### config.mk
export PLATFORM = sky130hd
export DESIGN_NAME = udiv_unit
export DESIGN_NICKNAME = d
export VERILOG_FILES = /design/src/rtl/udiv_pkg.sv /design/src/rtl/udiv_screen.sv /design/src/rtl/udiv_step.sv /design/src/rtl/udiv_unit.sv
export SDC_FILE = /design/constraint.sdc
export NUM_CORES = 1
export LEC_CHECK = 0
export BUFFER_PORTS_ARGS = -buffer_cell sky130_fd_sc_hd__buf_2
export CORE_UTILIZATION = 45
export CTS_CLUSTER_DIAMETER = 50
export CTS_CLUSTER_SIZE = 25
export DETAILED_ROUTE_END_ITERATION = 6
export PLACE_DENSITY = 0.63
export SLEW_MARGIN = 20
export SYNTH_ARGS = -nofsm -noshare
export SYNTH_HDL_FRONTEND = slang
export SYNTH_SLANG_ARGS = --single-unit
### constraint.sdc
create_clock -name clk -period 6.15 [get_ports clk]
set_input_delay 0.3075 -clock clk [delete_from_list [all_inputs] [get_ports clk]]
set_output_delay 0.3075 -clock clk [all_outputs]
set_load 0.005 [all_outputs]
### src/rtl/udiv_pkg.sv
package udiv_pkg;

    typedef enum logic {
        MODE_INT  = 1'b0,
        MODE_FRAC = 1'b1
    } div_mode_e;

endpackage

### src/rtl/udiv_screen.sv
// Classifies a request before iterating: zero divisor or fractional overflow.
module udiv_screen #(
    parameter int WIDTH = 16
) (
    input  logic [WIDTH-1:0]  dividend,
    input  logic [WIDTH-1:0]  divisor,
    input  udiv_pkg::div_mode_e mode,
    output logic              zero_div,
    output logic              frac_ovf,
    output logic              early
);
    always_comb begin
        zero_div = (divisor == '0);
        frac_ovf = (mode == udiv_pkg::MODE_FRAC) && (divisor <= dividend);
        early    = zero_div || frac_ovf;
    end
endmodule

### src/rtl/udiv_step.sv
// One restoring iteration: shift one bit in, trial-subtract, keep or restore.
module udiv_step #(
    parameter int WIDTH = 16
) (
    input  logic [WIDTH-1:0] part_in,
    input  logic [WIDTH-1:0] shreg_in,
    input  logic [WIDTH-1:0] dsr,
    output logic [WIDTH-1:0] part_out,
    output logic [WIDTH-1:0] shreg_out
);
    logic [WIDTH:0]   shifted;
    logic             fits;
    logic [WIDTH-1:0] trial;

    always_comb begin
        shifted   = {part_in, shreg_in[WIDTH-1]};
        fits      = (shifted >= {1'b0, dsr});
        trial     = shifted[WIDTH-1:0] - dsr;
        part_out  = fits ? trial : shifted[WIDTH-1:0];
        shreg_out = {shreg_in[WIDTH-2:0], fits};
    end
endmodule

### src/rtl/udiv_unit.sv
module udiv_unit #(
    parameter int WIDTH = 16
) (
    input  logic             clk,
    input  logic             rst_n,
    input  logic             start,
    input  logic             frac_mode,
    input  logic [WIDTH-1:0] dividend,
    input  logic [WIDTH-1:0] divisor,
    output logic             busy,
    output logic             done,
    output logic [WIDTH-1:0] quotient,
    output logic [WIDTH-1:0] remainder,
    output logic             flag_z,
    output logic             flag_v,
    output logic             flag_c
);
    import udiv_pkg::*;

    localparam int            CNT_W    = $clog2(WIDTH);
    localparam logic [CNT_W-1:0] LAST_IT = CNT_W'(WIDTH - 1);

    typedef struct packed {
        logic             busy;
        logic [CNT_W-1:0] cnt;
        logic [WIDTH-1:0] part;
        logic [WIDTH-1:0] shreg;
        logic [WIDTH-1:0] dsr;
        div_mode_e        mode;
        logic             done;
        logic [WIDTH-1:0] quot;
        logic [WIDTH-1:0] rem;
        logic             z;
        logic             v;
        logic             c;
    } div_state_t;

    div_state_t state_d, state_q;

    div_mode_e        req_mode;
    logic             zero_div, frac_ovf, early;
    logic [WIDTH-1:0] part_nx, shreg_nx;

    assign req_mode = div_mode_e'(frac_mode);

    udiv_screen #(.WIDTH(WIDTH)) u_screen (
        .dividend (dividend),
        .divisor  (divisor),
        .mode     (req_mode),
        .zero_div (zero_div),
        .frac_ovf (frac_ovf),
        .early    (early)
    );

    udiv_step #(.WIDTH(WIDTH)) u_step (
        .part_in   (state_q.part),
        .shreg_in  (state_q.shreg),
        .dsr       (state_q.dsr),
        .part_out  (part_nx),
        .shreg_out (shreg_nx)
    );

    always_comb begin
        state_d      = state_q;
        state_d.done = 1'b0;
        if (!state_q.busy) begin
            if (start) begin
                state_d.dsr  = divisor;
                state_d.mode = req_mode;
                if (early) begin
                    state_d.done = 1'b1;
                    state_d.quot = '1;
                    state_d.rem  = dividend;
                    state_d.z    = 1'b0;
                    state_d.v    = frac_ovf;
                    state_d.c    = zero_div;
                end else begin
                    state_d.busy  = 1'b1;
                    state_d.cnt   = '0;
                    state_d.part  = (req_mode == MODE_FRAC) ? dividend : '0;
                    state_d.shreg = (req_mode == MODE_FRAC) ? '0 : dividend;
                end
            end
        end else begin
            state_d.part  = part_nx;
            state_d.shreg = shreg_nx;
            state_d.cnt   = state_q.cnt + 1'b1;
            if (state_q.cnt == LAST_IT) begin
                state_d.busy = 1'b0;
                state_d.done = 1'b1;
                state_d.quot = shreg_nx;
                state_d.rem  = part_nx;
                state_d.z    = (shreg_nx == '0);
                state_d.v    = 1'b0;
                state_d.c    = 1'b0;
            end
        end
    end

    always_ff @(posedge clk or negedge rst_n) begin
        if (!rst_n) state_q <= '0;
        else        state_q <= state_d;
    end

    assign busy      = state_q.busy;
    assign done      = state_q.done;
    assign quotient  = state_q.quot;
    assign remainder = state_q.rem;
    assign flag_z    = state_q.z;
    assign flag_v    = state_q.v;
    assign flag_c    = state_q.c;

    a_r1_rem_below_divisor: assert property (@(posedge clk) disable iff (!rst_n)
        (done && !flag_c && !flag_v) |-> (remainder < state_q.dsr));

    a_r3_carry_means_zero: assert property (@(posedge clk) disable iff (!rst_n)
        done |-> (flag_c == (state_q.dsr == '0)));

    a_r4_int_no_overflow: assert property (@(posedge clk) disable iff (!rst_n)
        (done && state_q.mode == MODE_INT) |-> !flag_v);

    a_r5_zero_flag: assert property (@(posedge clk) disable iff (!rst_n)
        done |-> (flag_z == (quotient == '0)));

    a_r7_busy_ends_in_done: assert property (@(posedge clk) disable iff (!rst_n)
        busy |=> (busy || done));

    a_r8_done_not_busy: assert property (@(posedge clk) disable iff (!rst_n)
        !(busy && done));

    a_r9_divisor_held: assert property (@(posedge clk) disable iff (!rst_n)
        (busy && start) |=> $stable(state_q.dsr));

endmodule

* Word level (Yosys, flattened, before mapping) *
Cells that the tools add are included.

storage, ports and cells
  register bits = 90
  output and inout bits = 37
  input bits = 36
  logic and storage cells = 39
  memory bits (writable) = 0
  latch bits = 0
  memory bits (read-only) = 0
  memories = 0

cells by class
  add/subtract/negate cells = 2
  div/mod/pow operators = 0
  order comparisons = 2
  equality and inequality tests = 3
  shifts and indexed selects = 0
  reduce and logical (&&, ||, !) cells = 9
  multipliers = 0
  bitwise gates (word level) = 1
  mux-type cells = 10

operator list
  operator             count
  $mux 36              3
  $mux 90              1
  $mux 37              2
  $mux 16              3
  $logic_not 16->1     2
  $ge 17x16->1         1
  $le 16x16->1         1
  $sub 16x16->16       1
  $add 4x1->4 const B  1
  $eq 4x4->1 const B   1
  $reduce_and 2->1     2
  $reduce_bool 2->1    2
  $reduce_and 3->1     1
  $ne 2x1->1 const B   1
  $ne 2x2->1 const B   1
  $logic_and 1x1->1    1
  $logic_or 1x1->1     1
  $mux 1               1
  $not 1->1            1

* Depth between registers and ports, before layout *
Gate-level depths: netlist (run 1).

  depth after elaboration = 6
  mapped depth = 12
  mapped depth without buffers = 11

* By module *
A second synthesis (run 1) with hierarchy kept.

second synthesis, totals
  cells, all modules = 646
  area total of the unflattened synthesis = 6,152.2 sq um

modules (own cells, without submodules)
  module       times used  seq. area each (sq um)  area an instance (sq um)  cells an instance
  udiv_unit    1           2,227.1                 4,315.4                   410
  udiv_step    1           0.0                     1,350.0                   173
  udiv_screen  1           0.0                     486.7                     63

* Least setup slack after synthesis (run 1) *
No wires, ideal clock.

  path kind = flip-flop to flip-flop
  start = reg state_q[68] (netlist bit)
  end = reg state_q, in the netlist remainder[14]
  data required time = 6,024 ps
  period minus slack after synthesis = 2,458 ps
  library setup time = 126 ps
  buffers on the path = 0
  cell stages (with the launch flop) = 12
  arrival = 2,331 ps
  slack = 3,692 ps
  cell sequence = dfrtp_1 inv_1 ha_1 fa_1 and2b_2 o211ai_1 and2_4 o21ai_2 a2111o_1 nand3_2 mux2i_1 a311o_1

between the ends
  longest elaborated chain between the ends = 4

RTL lines
  element                                         RTL line                          RTL
  start, declared                                 udiv_unit.sv:38                   div_state_t state_d, state_q;
  start signal, assigned                          udiv_unit.sv:102                  else state_q <= state_d;
  $sub 16x16->16 or $ge 17x16->1 (tied branches)  udiv_step.sv:18, udiv_step.sv:17
  $mux 16 *                                       udiv_step.sv:19                   part_out = fits ? trial : shifted[WIDTH-1:0];
  $mux 36 *                                       udiv_unit.sv:88                   if (state_q.cnt == LAST_IT) begin
  $mux 36 *                                       udiv_unit.sv:66                   if (!state_q.busy) begin

Every way passes the cells marked *; elsewhere a longest branch is shown, timed or not. The select of a mux whose other input is x is not followed.
A chain may end at the register's enable or synchronous reset.

* Worst setup path in the final report (run 1) *
  start = reg state_q, in the netlist busy
  end = reg state_q, in the netlist remainder[14]

between the ends
  longest elaborated chain between the ends = 2

RTL lines
  element
  $ne 2x1->1 (no line) or $reduce_bool 2->1 (tied branches)
  $reduce_and 3->1 (no line)

Several ways; a longest one is shown, not always the timed one.

==> flow_metrics.env, run 1 <==
export IMPL_drt_iter0_drc=314
export IMPL_cp_arrival_ns=3.56
export IMPL_ys_warn_count=0
export IMPL_start_kind="register"
export IMPL_gp_congestion=0.874
export IMPL_cts_tree="yes"
export IMPL_clock_path_buffers=2
export IMPL_r2r_setup_slack_ns=2.83
export IMPL_cts_sinks=89
export IMPL_grt_overflow=0
export IMPL_netlist_area_um2=5420
export IMPL_num_vias=4462
export IMPL_ioPinCount=73
export IMPL_drv_cap=0
export IMPL_ys_ff_latch=89
export IMPL_syn_nets=660
export IMPL_wl_um=14700
export IMPL_slew_headroom=0.348
export IMPL_via_per_inst=5.80
export IMPL_final_util=0.513
export IMPL_end_kind="register"
export IMPL_setup_viol=0
export IMPL_ys_seq_area_frac=0.411
export IMPL_core_area_um2=11600
export IMPL_synth_area_top_cells="dfrtp_1, ha_1, nand2_1"
export IMPL_cts_resized=0
export IMPL_drc_errors=2
export IMPL_violations="design-rule violations"
export IMPL_post_route_period_util=0.540
export IMPL_rsz0062_at_grt="no"
export IMPL_required_ns=6.39
export IMPL_grt_pass1_wl_um=23700
export IMPL_p_leak_nw=2.85
export IMPL_peakVddDrop_v=0.000207
export IMPL_rows=39
export IMPL_startpoint="busy$_DFF_PN0_"
export IMPL_ys_types=63
export IMPL_clock_root_buffer="clkbuf_16"
export IMPL_clock_latency_ns=0.35
export IMPL_initial_utilization=0.469
export IMPL_synth_top_area_share=0.411
export IMPL_crit_end="remainder[14]$_DFFE_PN0P_"
export IMPL_io_buffer_count=72
export IMPL_cp_max_fo=22
export IMPL_post_cts_buffers=0
export IMPL_postSynthCellCount=590
export IMPL_cts_clk_slew_worst_paths_ns=0.07
export IMPL_holdWs_ns=0.224
export IMPL_max_freq_mhz=301
export IMPL_dr_pass1_iters=7
export IMPL_synthToLayoutAreaGrowth_pct=9.48
export IMPL_tightestPinTransition_ns=0.976
export IMPL_final_setup_tns_ns=0
export IMPL_worst_r2r_endpoint="remainder[14]$_DFFE_PN0P_"
export IMPL_crit_type="register to register"
export IMPL_grt_usage=0.248
export IMPL_min_path_type="input pin to register"
export IMPL_die_h_um=112
export IMPL_drv_slew=0
export IMPL_final_common_cell="nand2_1"
export IMPL_grt_pass1_vias=4411
export IMPL_design_die_area_um2=12500
export IMPL_rr_startpoint="busy$_DFF_PN0_"
export IMPL_hold_viol=0
export IMPL_synth_async_reset_ratio=1.00
export IMPL_layout_drive_gt1_share=0.196
export IMPL_status="finished, violations left"
export IMPL_place_detailed_hpwl_um=10700
export IMPL_powerDensity_nw_per_um2=630
export IMPL_r2r_cells=6
export IMPL_period_needed_ns=3.32
export IMPL_finClkSkew_ns=0.0106
export IMPL_yosysTopAreaCell="dfrtp_1"
export IMPL_synth_edf_count=0
export IMPL_wl_per_cell_um=19.1
export IMPL_synth_area_per_cell_um2=9.19
export IMPL_hold_buffers=1
export IMPL_grt_max_degree=63
export IMPL_die_x_um=112
export IMPL_fin_nets=691
export IMPL_antenna_found_initial=0
export IMPL_htreeDepth=3
export IMPL_layout_common_cells="nand2_1, dfrtp_1, buf_2"
export IMPL_insertedDiodeCount=0
export IMPL_cts_buffers=9
export IMPL_yosys_most_used_dff="dfrtp_1"
export IMPL_p_total_w=0.00374
export IMPL_drtAntennaViolNets=0
[layout make-up]
cell class	instances	area [um2]
Clock buffer	11	233
Clock inverter	5	41.3
Fill cell	1138	5630
Inverter	38	143
Multi-Input combinational cell	403	2690
Sequential cell	89	2230
Tap cell	143	179
Timing Repair Buffer	80	425
[cell families after synthesis]
family,count (synthesis),share of synthesized area
AO/OA/AOI/OAI,158,0.196
XOR/XNOR,12,0.0194
adder cells (fa/ha/maj),34,0.0798
buffers and inverters,98,0.0967
flip-flops,89,0.411
multiplexers,22,0.0441
AND/OR/NAND/NOR,177,0.153
[state kept, by name, indices dropped and copies added (netlist names)]
signal	flops
flag_v	1
remainder	16
done	1
flag_c	1
quotient	16
state_q	52
busy	1
flag_z	1
[how the worst min path moves through the flow]
stage	startpoint	endpoint	cells after the start
3_3_place_gp	rst_n	remainder[7]$_DFFE_PN0P_	1
6_report	divisor[15]	state_q[52]$_DFFE_PN0P_	2
3_5_place_dp	rst_n	remainder[7]$_DFFE_PN0P_	1
5_1_grt	divisor[15]	state_q[52]$_DFFE_PN0P_	2
4_1_cts	divisor[15]	state_q[52]$_DFFE_PN0P_	2
2_1_floorplan	rst_n	busy$_DFF_PN0_	0
[critical path: stages, from the launching register on]
cell and delay, ns:
dfrtp_1 0.37, inv_1 0.44, nand2_1 0.74, a21oi_1 0.52, and2_1 0.64, o21ai_0 0.20, a311o_1 0.30
[Yosys cell counts, types with 3 or more instances]
cell	n
a221o_1	3
clkbuf_1	16
xnor2_1	5
buf_2	7
nand3_1	28
and2_1	3
buf_6	3
a21oi_1	13
or2_2	3
mux2_2	15
and3_1	3
ha_1	33
a211oi_1	4
dfrtp_1	89
o21ai_0	35
o21a_1	7
nor2_1	12
a21o_1	5
nor4_1	8
inv_1	38
nor3_1	5
mux2i_1	7
buf_4	32
o21ai_1	21
a22oi_1	34
a221oi_1	3
o211ai_1	9
nand4_1	7
nand2_1	93
xor2_1	7
[per-layer routing]
metal,share of wire,wire (um),up-vias,GRT usage
met2,0.46,6720,131,0.390
met5,0,0,-,0
met3,0.045,663,16,0.0414
li1,-,-,2140,-
met1,0.48,7100,2175,0.346
met4,0.017,243,0,0.0865
[metrics by stage]
stage,setup WS (ns),cells,area (um2)
6_report,2.83,769,5940
5_1_grt,2.62,769,5940
4_1_cts,2.90,769,5930
3_5_place_dp,2.88,752,5650
3_3_place_gp,2.83,752,5640
2_1_floorplan,3.69,590,5420
[where the power goes]
group,leakage (nW),internal (W),switching [W]
clock,0.126,0.000277,0.000242
combinational,1.67,0.000917,0.00117
sequential,1.05,0.000902,0.000236
total,2.85,0.00210,0.00165
(Power assumes the default switching activity.)
==> run 2: changes to the inputs <==
==> constraint.sdc (replaced) <==
create_clock -name clk -period 3.4 [get_ports clk]
set_input_delay 0.17 -clock clk [delete_from_list [all_inputs] [get_ports clk]]
set_output_delay 0.17 -clock clk [all_outputs]
set_load 0.005 [all_outputs]
==> run 2 against run 1 <==
Effect of this change:
- the run ends with design-rule violations, negative hold slack left
- final area grew 0.72%
- flip-flop and latch count is the same
- combinational power grew 84%
==> flow_metrics.env, run 2 (synthesized netlist as in run 1, its figures left out) <==
export IMPL_status="finished, violations left"
export IMPL_violations="design-rule violations, negative hold slack"
export IMPL_design_die_area_um2=12500
export IMPL_end_kind="register"
export IMPL_wl_per_cell_um=19.3
export IMPL_internal_power_w=0.00381
export IMPL_max_freq_mhz=317
export IMPL_layout_drive_gt1_share=0.208
export IMPL_io_buffer_count=72
export IMPL_cts_buffers=9
export IMPL_setup_viol=0
export IMPL_finClkSkew_ns=0.00668
export IMPL_min_path_type="input pin to asynchronous set/reset pin"
export IMPL_crit_type="register to register"
export IMPL_cp_max_fo=17
export IMPL_synthToLayoutAreaGrowth_pct=10.3
export IMPL_fillers=1096
export IMPL_grt_max_degree=75
export IMPL_post_cts_buffers=0
export IMPL_final_common_cell="nand2_1"
export IMPL_stdcell_count=774
export IMPL_grt_usage=0.248
export IMPL_post_route_period_util=0.928
export IMPL_cts_resized=0
export IMPL_cts_sinks=89
export IMPL_drv_slew=0
export IMPL_antenna_found_initial=0
export IMPL_num_vias=4571
export IMPL_pwr_share_seq=0.298
export IMPL_grt_use_met1=0.346
export IMPL_rows=39
export IMPL_die_x_um=112
export IMPL_hold_buffers=0
export IMPL_placed_area_um2=5680
export IMPL_via_per_inst=5.91
export IMPL_grt_pass1_wl_um=23700
export IMPL_clock_path_buffers=2
export IMPL_cts_tree="yes"
export IMPL_fin_nets=696
export IMPL_powerDensity_nw_per_um2=1150
export IMPL_power_share_clock=0.143
export IMPL_place_detailed_hpwl_um=10800
export IMPL_clock_root_buffer="clkbuf_16"
export IMPL_peakVddDrop_v=0.000503
export IMPL_die_h_um=112
export IMPL_largest_register="state_q"
export IMPL_largest_reg_flops=52
export IMPL_multi_input_area_um2=2690
export IMPL_slew_headroom=0.351
export IMPL_hold_viol=47
export IMPL_holdWs_ns=-0.0322
export IMPL_clock_latency_ns=0.36
export IMPL_placed_cells=757
export IMPL_htreeDepth=3
export IMPL_layout_setup_ws_ns=0.245
export IMPL_cp_arrival_ns=3.39
export IMPL_grt_pass1_vias=4398
export IMPL_grtUsageMet2=0.386
export IMPL_final_setup_tns_ns=0
export IMPL_core_area_um2=11600
export IMPL_p_sw_frac=0.446
export IMPL_tightestPinTransition_ns=0.973
export IMPL_switchingPower_w=0.00308
export IMPL_drtAntennaViolNets=0
export IMPL_use_met3=0.0435
export IMPL_wl_um=14900
export IMPL_cts_clk_slew_worst_paths_ns=0.07
export IMPL_insertedDiodeCount=0
export IMPL_drt_iter0_drc=355
export IMPL_regArea_um2=2230
export IMPL_gp_congestion=0.879
export IMPL_pre_cts_ws_ns=0.243
export IMPL_rsz0062_at_grt="no"
export IMPL_period_needed_ns=3.16
export IMPL_grt_overflow=0
export IMPL_layout_common_cells="nand2_1, dfrtp_1, buf_2"
export IMPL_dr_pass1_iters=7
export IMPL_start_kind="register"
export IMPL_pwr_share_comb=0.559
export IMPL_busiest_layer="met2"
export IMPL_design_area_um2=5980
export IMPL_ioPinCount=73
export IMPL_drv_cap=0
export IMPL_p_leak_nw=2.87
export IMPL_initial_utilization=0.469
export IMPL_drc_errors=2
export IMPL_required_ns=3.64
-- run 2: final timing paths --
path / from / to / slack, ns / cells past startpoint
worst max-delay path: state_q[38]$_DFFE_PN0P_ / remainder[14]$_DFFE_PN0P_ / 0.24 / 10
worst max register to register: state_q[38]$_DFFE_PN0P_ / remainder[14]$_DFFE_PN0P_ / 0.24 / 10
min in group clk: divisor[4] / state_q[41]$_DFFE_PN0P_ / 0.08 / 2
max in group asynchronous: rst_n / state_q[65]$_DFFE_PN0P_ / 2.65 / 2
worst min-delay path: rst_n / state_q[58]$_DFFE_PN0P_ / -0.03 / 1
worst min register to register: quotient[8]$_DFFE_PN0P_ / quotient[8]$_DFFE_PN0P_ / 0.49 / 2
-- run 2: layer usage --
layer | up-vias | wire length (um) | share of wire
met5 | - | 0 | 0
met4 | 0 | 278 | 0.019
met3 | 20 | 936 | 0.063
li1 | 2152 | - | -
met2 | 172 | 6880 | 0.46
met1 | 2227 | 6820 | 0.46
-- run 2: area by class of cell --
| type | instances | share of cell area |
|---|---|---|
| Multi-Input combinational cell | 404 | 0.450 |
| Sequential cell | 89 | 0.372 |
| Tap cell | 143 | 0.0299 |
| Clock buffer | 9 | 0.0377 |
| Inverter | 38 | 0.0238 |
| Timing Repair Buffer | 84 | 0.0757 |
| Clock inverter | 7 | 0.0103 |
-- run 2: through the flow --
step	utilization	total power [W]
after floorplan	-	0.00507
after CTS	0.516	0.00686
after detailed placement	0.491	0.00586
after global placement	0.491	0.00578
final	0.517	0.00689
after global routing	0.517	0.00745
-- run 2: power by group through the flow --
stage	Combinational, W	Clock (W)	Sequential, W
3_3_place_gp	0.00374	0	0.00204
4_1_cts	0.00382	0.00100	0.00205
5_1_grt	0.00429	0.00104	0.00212
3_5_place_dp	0.00379	0	0.00206
2_1_floorplan	0.00315	0	0.00192
6_report	0.00385	0.000983	0.00205
-- run 2: critical path, cell delays in order, from the launching register on --
cell and delay, ns:
dfrtp_1 0.40, inv_1 0.06, ha_1 0.31, nor2b_1 0.15, o31ai_1 0.45, o21ai_0 0.30
o21ai_2 0.39, o21ai_2 0.33, nand4b_1 0.19, o21ai_0 0.11, a311o_1 0.35
